File: config.mk
export PLATFORM = sky130hd
export DESIGN_NAME = ext_irq_front
export DESIGN_NICKNAME = d
export VERILOG_FILES = /design/src/rtl/irq_front_pkg.sv /design/src/rtl/irq_front_dp.sv /design/src/rtl/irq_front_ctrl.sv /design/src/rtl/ext_irq_front.sv
export SDC_FILE = /design/constraint.sdc
export NUM_CORES = 1
export LEC_CHECK = 0
export BUFFER_PORTS_ARGS = -buffer_cell sky130_fd_sc_hd__buf_2
export CAP_MARGIN = 15
export CORE_AREA = 8 8 48 50
export DETAILED_ROUTE_END_ITERATION = 10
export DIE_AREA = 0 0 56 58
export PLACE_DENSITY = 0.8
export SLEW_MARGIN = 20
export SYNTH_ARGS = -nofsm -noshare
export SYNTH_HDL_FRONTEND = slang
export SYNTH_SLANG_ARGS = --single-unit
File: constraint.sdc
create_clock -name clk -period 1.3 [get_ports clk]
set_input_delay 0.13 -clock clk [delete_from_list [all_inputs] [get_ports clk]]
set_output_delay 0.13 -clock clk [all_outputs]
set_load 0.005 [all_outputs]
File: src/rtl/irq_front_pkg.sv
package irq_front_pkg;
  typedef struct packed {
    logic clrLatch;
    logic fetchHit;
  } irqStrobes_t;

  localparam int FLAG_BIT = 0;
  localparam int EN_BIT   = 1;
  localparam int ACK_BIT  = 2;
endpackage

File: src/rtl/irq_front_dp.sv
module irq_front_dp
  import irq_front_pkg::*;
#(
  parameter int NUM_PORT    = 4,
  parameter int SYNC_STAGES = 2
) (
  input  logic                clk,
  input  logic                rstN,
  input  logic                irqPinN,
  input  logic [NUM_PORT-1:0] portPinN,
  input  logic                cfgPortEn,
  input  logic                cfgLevelMode,
  input  irqStrobes_t         strb,
  output logic                latchQ,
  output logic                setEv,
  output logic                pinLevel
);
  localparam int NUM_SRC = NUM_PORT + 1;

  logic [NUM_SRC-1:0] pinsRaw;
  logic [NUM_SRC-1:0] syncStage [SYNC_STAGES];
  logic [NUM_SRC-1:0] syncOut;
  logic [NUM_SRC-1:0] srcMask;
  logic               reqNow;
  logic               prevReq;

  assign pinsRaw = {portPinN, irqPinN};

  // Synchronizer chain, one register per stage; idle pins reset high.
  for (genvar g = 0; g < SYNC_STAGES; g++) begin : g_sync
    always_ff @(posedge clk or negedge rstN) begin
      if (!rstN) syncStage[g] <= '1;
      else if (g == 0) syncStage[g] <= pinsRaw;
      else syncStage[g] <= syncStage[(g == 0) ? 0 : g-1];
    end
  end

  assign syncOut  = syncStage[SYNC_STAGES-1];
  assign srcMask  = {{NUM_PORT{cfgPortEn}}, 1'b1};
  assign reqNow   = |(~syncOut & srcMask);
  assign pinLevel = syncOut[0];

  always_ff @(posedge clk or negedge rstN) begin
    if (!rstN) prevReq <= 1'b0;
    else prevReq <= reqNow;
  end

  assign setEv = (reqNow & ~prevReq) | (cfgLevelMode & reqNow);

  // Request latch: a set event outranks any clear at the same edge.
  always_ff @(posedge clk or negedge rstN) begin
    if (!rstN) latchQ <= 1'b0;
    else if (setEv) latchQ <= 1'b1;
    else if (strb.clrLatch) latchQ <= 1'b0;
  end
endmodule

File: src/rtl/irq_front_ctrl.sv
module irq_front_ctrl
  import irq_front_pkg::*;
#(
  parameter int DATA_W   = 8,
  parameter int ADDR_W   = 16,
  parameter int VEC_ADDR = 'h07FA
) (
  input  logic              clk,
  input  logic              rstN,
  input  logic              regWrEn,
  input  logic [DATA_W-1:0] regWrData,
  input  logic              cpuIMask,
  input  logic              cpuFetchEn,
  input  logic [ADDR_W-1:0] cpuFetchAddr,
  input  logic              latchQ,
  output irqStrobes_t       strb,
  output logic [DATA_W-1:0] regRdData,
  output logic              irqReq,
  output logic              vecFetch
);
  localparam logic [ADDR_W-1:0] VEC_HI_A = ADDR_W'(VEC_ADDR);
  localparam logic [ADDR_W-1:0] VEC_LO_A = ADDR_W'(VEC_ADDR + 1);

  logic enableQ;
  logic ackPulse;
  logic fetchHit;

  always_ff @(posedge clk or negedge rstN) begin
    if (!rstN) enableQ <= 1'b0;
    else if (regWrEn) enableQ <= regWrData[EN_BIT];
  end

  assign ackPulse = regWrEn & regWrData[ACK_BIT];
  assign fetchHit = cpuFetchEn &
                    ((cpuFetchAddr == VEC_HI_A) | (cpuFetchAddr == VEC_LO_A));

  always_comb begin
    strb.clrLatch = ackPulse | fetchHit;
    strb.fetchHit = fetchHit;
  end

  always_comb begin
    regRdData           = '0;
    regRdData[FLAG_BIT] = latchQ;
    regRdData[EN_BIT]   = enableQ;
  end

  assign irqReq   = latchQ & enableQ & ~cpuIMask;
  assign vecFetch = strb.fetchHit;
endmodule

File: src/rtl/ext_irq_front.sv
module ext_irq_front
  import irq_front_pkg::*;
#(
  parameter int NUM_PORT    = 4,
  parameter int SYNC_STAGES = 2,
  parameter int DATA_W      = 8,
  parameter int ADDR_W      = 16,
  parameter int VEC_ADDR    = 'h07FA
) (
  input  logic                clk,
  input  logic                rstN,
  input  logic                irqPinN,
  input  logic [NUM_PORT-1:0] portPinN,
  input  logic                cfgPortEn,
  input  logic                cfgLevelMode,
  input  logic                regWrEn,
  input  logic [DATA_W-1:0]   regWrData,
  output logic [DATA_W-1:0]   regRdData,
  input  logic                cpuIMask,
  input  logic                cpuFetchEn,
  input  logic [ADDR_W-1:0]   cpuFetchAddr,
  output logic                irqReq,
  output logic                vecFetch,
  output logic                pinLevel
);
  irqStrobes_t strb;
  logic        latchQ;
  logic        setEv;

  irq_front_dp #(
    .NUM_PORT(NUM_PORT), .SYNC_STAGES(SYNC_STAGES)
  ) u_dp (
    .clk(clk), .rstN(rstN), .irqPinN(irqPinN), .portPinN(portPinN),
    .cfgPortEn(cfgPortEn), .cfgLevelMode(cfgLevelMode), .strb(strb),
    .latchQ(latchQ), .setEv(setEv), .pinLevel(pinLevel)
  );

  irq_front_ctrl #(
    .DATA_W(DATA_W), .ADDR_W(ADDR_W), .VEC_ADDR(VEC_ADDR)
  ) u_ctrl (
    .clk(clk), .rstN(rstN), .regWrEn(regWrEn), .regWrData(regWrData),
    .cpuIMask(cpuIMask), .cpuFetchEn(cpuFetchEn), .cpuFetchAddr(cpuFetchAddr),
    .latchQ(latchQ), .strb(strb), .regRdData(regRdData), .irqReq(irqReq),
    .vecFetch(vecFetch)
  );
endmodule

# ---- After elaboration in Yosys (flattened, before gate mapping)
# Index checks and enable logic that the tools add are counted.
dict set report word_totals {
  reg_bits 13
  inputBits 36
  out_inout_bits 11
  wordCells 24
}
dict set report classes {
  n_eq_ne 2
  muxes 2
  bitwise_logic 13
  reduce_logical 2
}
# operator n
set ops {}
lappend ops {{$eq 16x11->1 const B} 2}
lappend ops {{$and 1x1->1} 6}
lappend ops {{$and 5x5->5} 1}
lappend ops {{$not 5->5} 1}
lappend ops {{$reduce_or 5->1} 1}
lappend ops {{$or 1x1->1} 3}
lappend ops {{$mux 1} 2}
lappend ops {{$not 1->1} 2}
lappend ops {{$reduce_bool 2->1} 1}

# ---- Logic depth before layout (Yosys ltp)
# Gate-level depths: netlist of run 1.
dict set report depth {
  word_depth 6
  ltp_mapped 3
  mapped_depth_nobuf 3
}

# ---- Cells and area by module
# Synthesis of run 1 repeated with hierarchy kept, for this count alone.
dict set report unflattened {
  cells_unflattened 40
  area_unflattened_um2 531.8
}
# module instances cells_per_inst area_per_inst_um2
set modules_own_cells {}
lappend modules_own_cells {irq_front_dp 1 19 354.1}
lappend modules_own_cells {irq_front_ctrl 1 21 177.7}

# ---- Worst setup path before layout of run 1
# OpenSTA, ideal clock, no wires.
dict set report synth_timing {
  kind {input to register}
  startpoint {input cpuFetchAddr[13]}
  endpoint {register u_dp.latchQ}
  setup_ns 0.134
  t_arrival_ns 1.099
  t_required_ns 1.166
  path_slack_ns 0.067
  path_stages 3
  path_cell_list {or4_1 -> nor4_2 -> o22ai_1}
}
dict set report synth_between {
  elab_chain_len 5
}
# item line
set synth_lines {}
lappend synth_lines {{from (decl)} ext_irq_front.sv:21} ;# input logic [ADDR_W-1:0] cpuFetchAddr,
lappend synth_lines {{$eq 16x11->1} irq_front_ctrl.sv:35} ;# ((cpuFetchAddr == VEC_HI_A) | (cpuFetchAddr == VEC_LO_A));
lappend synth_lines {{$or 1x1->1 *} irq_front_ctrl.sv:35}
lappend synth_lines {{$and 1x1->1 *} irq_front_ctrl.sv:34} ;# assign fetchHit = cpuFetchEn &
lappend synth_lines {{named net vecFetch} ext_irq_front.sv:23} ;# output logic vecFetch,
lappend synth_lines {{$or 1x1->1 *} irq_front_ctrl.sv:38} ;# strb.clrLatch = ackPulse | fetchHit;
lappend synth_lines {{$reduce_bool 2->1 (no line) *} -}
lappend synth_lines {{to (signal assigned)} irq_front_dp.sv:52} ;# if (!rstN) latchQ <= 1'b0;
lappend synth_lines {{to (signal assigned)} irq_front_dp.sv:53} ;# else if (setEv) latchQ <= 1'b1;
lappend synth_lines {{to (signal assigned)} irq_front_dp.sv:54} ;# else if (strb.clrLatch) latchQ <= 1'b0;
lappend synth_lines {{to (decl)} irq_front_dp.sv:14} ;# output logic latchQ,
# Mark *: on every way through the listed nets, which the timed path passes. The rest lies on a longest branch.
# A chain may end at the register's enable or synchronous reset.

# ---- Final worst setup path of run 1
dict set report layout_timing {
  startpoint {input cpuFetchAddr[13]}
  endpoint {output vecFetch}
}
dict set report layout_between {
  elab_chain_len 3
}
# item line
set layout_lines {}
lappend layout_lines {{$eq 16x11->1} irq_front_ctrl.sv:35}
lappend layout_lines {{$or 1x1->1 *} irq_front_ctrl.sv:35}
lappend layout_lines {{$and 1x1->1 *} irq_front_ctrl.sv:34}
lappend layout_lines {{to (decl)} ext_irq_front.sv:23}
# Every way passes the cells marked *; elsewhere a longest branch is shown, timed or not.

==> impl_metrics.sql, run 1 <==
INSERT INTO impl_metrics (metric_group, metric, value, unit) VALUES
('outcome', 'outcome', 'finished, final reports clean', ''),
('synth', 'yosysTopAreaCellShare', '0.524', ''),
('sta', 'final-max-slew-violation-count', '0', ''),
('synth', 'synth_warnings', '0', ''),
('cells_and_area', 'synthToLayoutAreaGrowth', '48.6', '%'),
('global_route', 'first_pass_grt_wire_length', '1870', 'um'),
('placed_design', 'placement.setup.worst_slack', '-96.1', 'ps'),
('synth', 'synth_cells', '37', ''),
('drt', 'remaining_drc_errors', '0', ''),
('drt', 'drtAntennaViolNets', '0', ''),
('synth', 'yosys.cell_types.count', '15', ''),
('synth', 'ffs_latches_synth', '13', ''),
('floorplan', 'placeableCoreArea', '0.00161', 'mm^2'),
('cells_and_area', 'final_net_count', '114', ''),
('clock_tree', 'clk_path_buf_depth', '2', ''),
('clock_tree', 'htree_num_levels', '1', ''),
('drt', 'detailedRoute.firstPassIterationCount', '2', ''),
('floorplan', 'rows', '15', ''),
('sta', 'timing.final.ws_setup', '76.8', 'ps'),
('clock_tree', 'post-cts-setup-buffer-count', '0', ''),
('clock_tree', 'cts_root_buf', 'clkbuf_4', ''),
('drt', 'wirelength_met1', '367', 'um'),
('cells_and_area', 'post_route_cells_drive_above_1_share', '0.636', ''),
('critical_path', 'critical_path.startpoint_type', 'input pin', ''),
('pwr', 'vdd_ir_drop_max', '0.575', 'mV'),
('drt', 'via_count', '385', ''),
('global_route', 'grt_pass1_vias', '457', ''),
('global_route', 'global_route.usage.total', '0.0726', ''),
('placed_design', 'dp_hpwl', '909', 'um'),
('global_route', 'grt_start_max_net_pins', '14', ''),
('sta', 'hold_viol_final', '0', ''),
('sta', 'min_period', '1220', 'ps'),
('drt', 'detailed_route_vias_per_instance', '4.10', ''),
('drt', 'routed-wl-met3', '172', 'um'),
('critical_path', 'critical_path.endpoint_type', 'output pin', ''),
('clock_tree', 'cts.clk_slew.worst_paths', '70', 'ps'),
('global_route', 'grt_remaining_overflow', '0', ''),
('floorplan', 'floorplan_die_area', '0.00325', 'mm^2'),
('floorplan', 'die_width', '56', 'um'),
('clock_tree', 'tritoncts', 'built', ''),
('drt', 'drtIter0Drc', '1', ''),
('sta', 'finalHoldWorstSlack', '96.4', 'ps'),
('drt', 'wl_met2', '596', 'um'),
('sta', 'skew', '2.02', 'ps'),
('drt', 'routed_wire_length_per_instance', '12.1', 'um'),
('drt', 'highest_layer', 'met3', ''),
('synth', 'total_standard_cell_area_after_synthesis', '502', 'um^2'),
('sta', 'sum_neg_setup_slack', '0', 'ps'),
('critical_path', 'cp_data_required_time', '1170', 'ps'),
('synth', 'synth_top_cell_by_area', 'dfstp_2', ''),
('floorplan', 'starting_utilization_of_the_core_area', '0.311', ''),
('clock_tree', 'cts_sinks', '13', ''),
('cells_and_area', 'n_fill_cell', '148', ''),
('sta', 'maxClockFrequency', '817', 'MHz'),
('synth', 'synthTopCellsByArea', 'dfstp_2 52%, dfrtp_1 15%, buf_4 12%, nand4b_1 3.5%, nand4_1 2.5%', ''),
('critical_path', 'crit_path_max_fanout', '2', ''),
('sta', 'rsz_0062_raised_after_global_routing', 'no', ''),
('synth', 'synth_sequential_area_ratio', '0.673', ''),
('drt', 'drt-total-wl', '1140', 'um'),
('global_route', 'antenna_found_initial', '0', ''),
('run', 'max_cap_viol_count', '0', ''),
('critical_path', 'cp.arrival', '1090', 'ps'),
('placed_design', 'place_congestion', '0.583', ''),
('critical_path', 'critical_path_class', 'input pin to output pin', ''),
('clock_tree', 'clkLatencyLatePin', '260', 'ps'),
('pwr', 'p_per_area', '1040', 'mW/mm^2'),
('worst_hold_path', 'worst_min_path_class', 'input pin to register', ''),
('synth', 'avgSynthCellArea', '13.6', 'um^2'),
('placed_design', 'place.port_buffers', '33', ''),
('sta', 'finalCritPeriodShare', '0.941', ''),
('floorplan', 'floorplan.die.height', '58', 'um'),
('floorplan', 'io_pins', '47', ''),
('cells_and_area', 'diodes', '0', ''),
('pwr', 'leakage', '0.372', 'nW'),
('clock_tree', 'tritoncts.num_buffers', '3', ''),
('sta', 'setup_viol_count_final', '0', '');
-- per-stage QoR --
stage	instances	cell area (um^2)	total power, mW	utilization
after floorplan	42	520	0.498	-
after global placement	84	647	0.533	0.401
after detailed placement	84	647	0.538	0.401
after CTS	94	733	0.797	0.454
after global routing	94	746	0.832	0.462
final	94	746	0.779	0.462
-- synth_stat cells, drive strengths merged --
cell type,instances
nor2,1
dfrtp,3
nand4b,2
mux2,1
nand2,3
nor4,1
inv,1
conb,1
nor2b,1
dfstp,10
or4,1
nand4,2
a21boi,1
o22ai,1
buf,8
-- path summary, 6_finish.rpt --
kind,startpoint,to,slack (ps),cells past startpoint
worst max-delay path,cpuFetchAddr[13],vecFetch,80,4
worst min-delay path,regWrData[1],u_ctrl.enableQ,100,2
worst max register to register,u_dp.syncOut[1],u_dp.latchQ,260,3
worst min register to register,u_dp.syncStage[5],u_dp.syncOut[0],360,0
max in group asynchronous,rstN,u_dp.syncOut[2],770,2
min in group asynchronous,rstN,u_ctrl.enableQ,260,2
-- placed cells by master, fill, tap and decap left out --
| master | netlist | layout |
|---|---|---|
| inv_1 | 1 | 1 |
| nor4_4 | 0 | 1 |
| o22ai_1 | 1 | 1 |
| or4_4 | 0 | 1 |
| conb_1 | 1 | 6 |
| nor2b_1 | 1 | 1 |
| buf_2 | 0 | 33 |
| nand4b_1 | 2 | 2 |
| nand4_1 | 2 | 2 |
| clkbuf_4 | 0 | 3 |
| dfrtp_1 | 3 | 3 |
| dlygate4sd3_1 | 0 | 6 |
| mux2_2 | 1 | 1 |
| a21boi_0 | 1 | 1 |
| clkbuf_1 | 0 | 1 |
| nor2_1 | 1 | 1 |
| dfstp_2 | 10 | 10 |
| nand2_1 | 3 | 3 |
-- final cells by class --
type	count	area, um^2	share of cell area
inverter	1	3.75	0.00503
timing repair buffer	39	225	0.302
clock buffer	4	26.3	0.0352
tap	17	21.3	0.0285
multi-input combinational	20	131	0.176
sequential	13	338	0.453
-- worst max-delay path: stages --
cell and delay (ps):
buf_2 100, or4_4 540, nor4_4 170, buf_2 160
-- cells by family (layout without fill, tap and decap cells) --
| logic type | count (synthesis) | in the layout | synth area share |
|---|---|---|---|
| DFF | 13 | 13 | 0.673 |
| and+or+nand+nor | 11 | 11 | 0.142 |
| buffers and inverters | 9 | 44 | 0.127 |
| AOI/OAI and AO/OA | 2 | 2 | 0.0274 |
| other | 1 | 6 | 0.00747 |
| muxes | 1 | 1 | 0.0224 |
-- sequential cells by signal, summed over array words and instances (netlist names) --
name and cells:
u_dp.syncStage 5, u_dp.syncOut 5, u_dp.latchQ 1, u_dp.prevReq 1, u_ctrl.enableQ 1
-- report_power, final --
part | internal [mW] | total [mW] | leakage [nW] | switching (mW)
logic | 0.0588 | 0.0973 | 0.219 | 0.0385
clock network | 0.119 | 0.233 | 0.0150 | 0.114
registers | 0.440 | 0.449 | 0.137 | 0.00842
total | 0.618 | 0.779 | 0.372 | 0.161
-- metal layers --
layer	GRT usage	up-vias
li1	-	190
met1	0.0616	172
met2	0.119	23
met3	0.0502	0
met4	0.0515	0
met5	0	-
-- what timing repair did --
item | CTS | global route
endpoints found under the hold margin | 18 | 0
resized for setup | 0 | 2
setup endpoints to repair | 1 | 1
hold buffers | 6 | 0
pin swaps | 1 | 0
cloned | 0 | 0
Power figures use the tool's default switching activity.
==> run 2: changes to the inputs <==
--- a/config.mk
+++ b/config.mk
@@ -7,9 +7,9 @@
 export LEC_CHECK = 0
 export BUFFER_PORTS_ARGS = -buffer_cell sky130_fd_sc_hd__buf_2
 export CAP_MARGIN = 15
-export CORE_AREA = 8 8 48 50
+export CORE_AREA = 2 2 42 44
 export DETAILED_ROUTE_END_ITERATION = 10
-export DIE_AREA = 0 0 56 58
+export DIE_AREA = 0 0 44 46
 export PLACE_DENSITY = 0.8
 export SLEW_MARGIN = 20
 export SYNTH_ARGS = -nofsm -noshare
==> impl_metrics.sql, run 2 (same netlist as run 1, synthesis figures left out) <==
INSERT INTO impl_metrics (metric_group, metric, value, unit) VALUES
('clock_tree', 'cts_root_buf', 'clkbuf_4', ''),
('drt', 'detailed_route_vias_per_instance', '4.23', ''),
('sta', 'finalCritPeriodShare', '0.935', ''),
('drt', 'drtAntennaViolNets', '0', ''),
('cells_and_area', 'final-seq-area', '338', 'um^2'),
('drt', 'drt-total-wl', '967', 'um'),
('clock_tree', 'htree_num_levels', '1', ''),
('clock_tree', 'cts.clk_slew.worst_paths', '70', 'ps'),
('clock_tree', 'cts_sinks', '13', ''),
('cells_and_area', 'final_cell_mix', '33 x buf_2, 10 x dfstp_2, 6 x conb_1, 6 x dlygate4sd3_1', ''),
('clock_tree', 'clkLatencyLatePin', '260', 'ps'),
('floorplan', 'floorplan.die.height', '46', 'um'),
('floorplan', 'die_width', '44', 'um'),
('pwr', 'cell_internal_pwr', '618', 'uW'),
('cells_and_area', 'multi_input_area', '131', 'um^2'),
('critical_path', 'critical_path.startpoint_type', 'input pin', ''),
('drt', 'remaining_drc_errors', '0', ''),
('pwr', 'p_per_area', '1050', 'mW/mm^2'),
('global_route', 'grt_start_max_net_pins', '14', ''),
('cells_and_area', 'final_common_cell', 'buf_2', ''),
('outcome', 'outcome', 'finished, final reports clean', ''),
('global_route', 'antenna_found_initial', '0', ''),
('clock_tree', 'tritoncts.num_buffers', '3', ''),
('critical_path', 'cp_data_required_time', '1170', 'ps'),
('cells_and_area', 'post_route_cells_drive_above_1_share', '0.636', ''),
('drt', 'via_count', '398', ''),
('placed_design', 'place_congestion', '0.593', ''),
('clock_tree', 'clk_path_buf_depth', '2', ''),
('critical_path', 'cp.arrival', '1090', 'ps'),
('cells_and_area', 'diodes', '0', ''),
('placed_design', 'placement.cell_area', '647', 'um^2'),
('pwr', 'switching_share', '0.210', ''),
('cells_and_area', 'synthToLayoutAreaGrowth', '48.6', '%'),
('cells_and_area', 'finalInstanceArea', '746', 'um^2'),
('critical_path', 'critical_path.endpoint_type', 'output pin', ''),
('critical_path', 'critical_path_class', 'input pin to output pin', ''),
('drt', 'drtIter0Drc', '4', ''),
('pwr', 'power_share_of_the_sequential_group', '0.574', ''),
('placed_design', 'placement.setup.worst_slack', '-88.5', 'ps'),
('global_route', 'grt_remaining_overflow', '0', ''),
('global_route', 'grt_pass1_vias', '417', ''),
('sta', 'sum_neg_setup_slack', '0', 'ps'),
('global_route', 'global_route.usage.total', '0.104', ''),
('placed_design', 'placedCellCount', '84', ''),
('clock_tree', 'tritoncts', 'built', ''),
('pwr', 'vdd_ir_drop_max', '0.574', 'mV'),
('pwr', 'power.share.combinational', '0.124', ''),
('sta', 'rsz_0062_raised_after_global_routing', 'no', ''),
('pwr', 'leakage', '0.372', 'nW'),
('cells_and_area', 'n_fill_cell', '163', ''),
('cells_and_area', 'final_net_count', '114', ''),
('sta', 'hold_viol_final', '0', ''),
('cells_and_area', 'stdcell_count', '94', ''),
('floorplan', 'starting_utilization_of_the_core_area', '0.311', ''),
('placed_design', 'place.port_buffers', '33', ''),
('floorplan', 'io_pins', '47', ''),
('drt', 'detailedRoute.firstPassIterationCount', '4', ''),
('sta', 'min_period', '1220', 'ps'),
('global_route', 'first_pass_grt_wire_length', '1460', 'um'),
('worst_hold_path', 'worst_min_path_class', 'input pin to register', ''),
('clock_tree', 'post-cts-setup-buffer-count', '0', ''),
('run', 'max_cap_viol_count', '0', ''),
('sta', 'finalHoldWorstSlack', '93.9', 'ps'),
('pwr', 'clockPowerShare', '0.302', ''),
('drt', 'routed_wire_length_per_instance', '10.3', 'um'),
('sta', 'timing.final.ws_setup', '84.6', 'ps'),
('critical_path', 'crit_path_max_fanout', '2', ''),
('pwr', 'switchingPower', '165', 'uW'),
('floorplan', 'placeableCoreArea', '0.00161', 'mm^2'),
('sta', 'final-max-slew-violation-count', '0', ''),
('sta', 'skew', '0.287', 'ps'),
('floorplan', 'rows', '15', ''),
('floorplan', 'floorplan_die_area', '0.00202', 'mm^2'),
('sta', 'maxClockFrequency', '823', 'MHz'),
('placed_design', 'dp_hpwl', '692', 'um'),
('sta', 'setup_viol_count_final', '0', '');
run 2: cell counts in the layout (fill, tap and decap cells not counted):
Identical to the previous run, type by type.
run 2: what timing repair did:
| action | CTS | global route |
|---|---|---|
| hold endpoints to repair | 18 | 0 |
| hold buffers | 6 | 0 |
| gates resized for setup | 0 | 2 |
| pin swaps | 1 | 0 |
| setup endpoints to repair | 1 | 1 |
run 2: power groups by stage:
stage                     combinational (mW)  sequential [mW]  clock, mW
after floorplan                       0.0435            0.454          0
after global placement                0.0781            0.455          0
after detailed placement              0.0805            0.457          0
after CTS                             0.0943            0.450      0.251
after global routing                   0.110            0.452      0.283
final                                 0.0968            0.449      0.236
run 2: cell type report:
cell class | count | area share
clock buffers | 4 | 0.0352
inverters | 1 | 0.00503
multi-input cells | 20 | 0.176
flip-flops and latches | 13 | 0.453
well taps | 17 | 0.0285
repair buffers | 39 | 0.302
run 2: worst max-delay path, cell delays in order:
cell    delay [ps]
buf_2          100
or4_4          540
nor4_4         160
buf_2          160
run 2: worst paths after layout:
path,startpoint,endpoint,slack (ps),depth (start not counted)
max in group asynchronous,rstN,u_dp.syncOut[1],770,2
min reg2reg,u_dp.syncStage[5],u_dp.syncOut[0],360,0
min in group asynchronous,rstN,u_dp.latchQ,260,2
max reg2reg,u_dp.syncOut[1],u_dp.latchQ,220,3
max,cpuFetchAddr[13],vecFetch,80,4
min,regWrData[1],u_ctrl.enableQ,90,2
run 2: metrics by stage:
stage,total power [mW],util
after floorplan,0.498,-
after global placement,0.533,0.401
after detailed placement,0.537,0.401
after CTS,0.795,0.454
after global routing,0.845,0.462
final,0.782,0.462
run 2: metal layers:
metal / GRT usage / routed length (um) / vias up
li1: - / - / 192
met3: 0.0397 / 93 / 0
met1: 0.0893 / 302 / 185
met5: 0 / 0 / -
met2: 0.203 / 571 / 21
met4: 0.0545 / 0 / 0
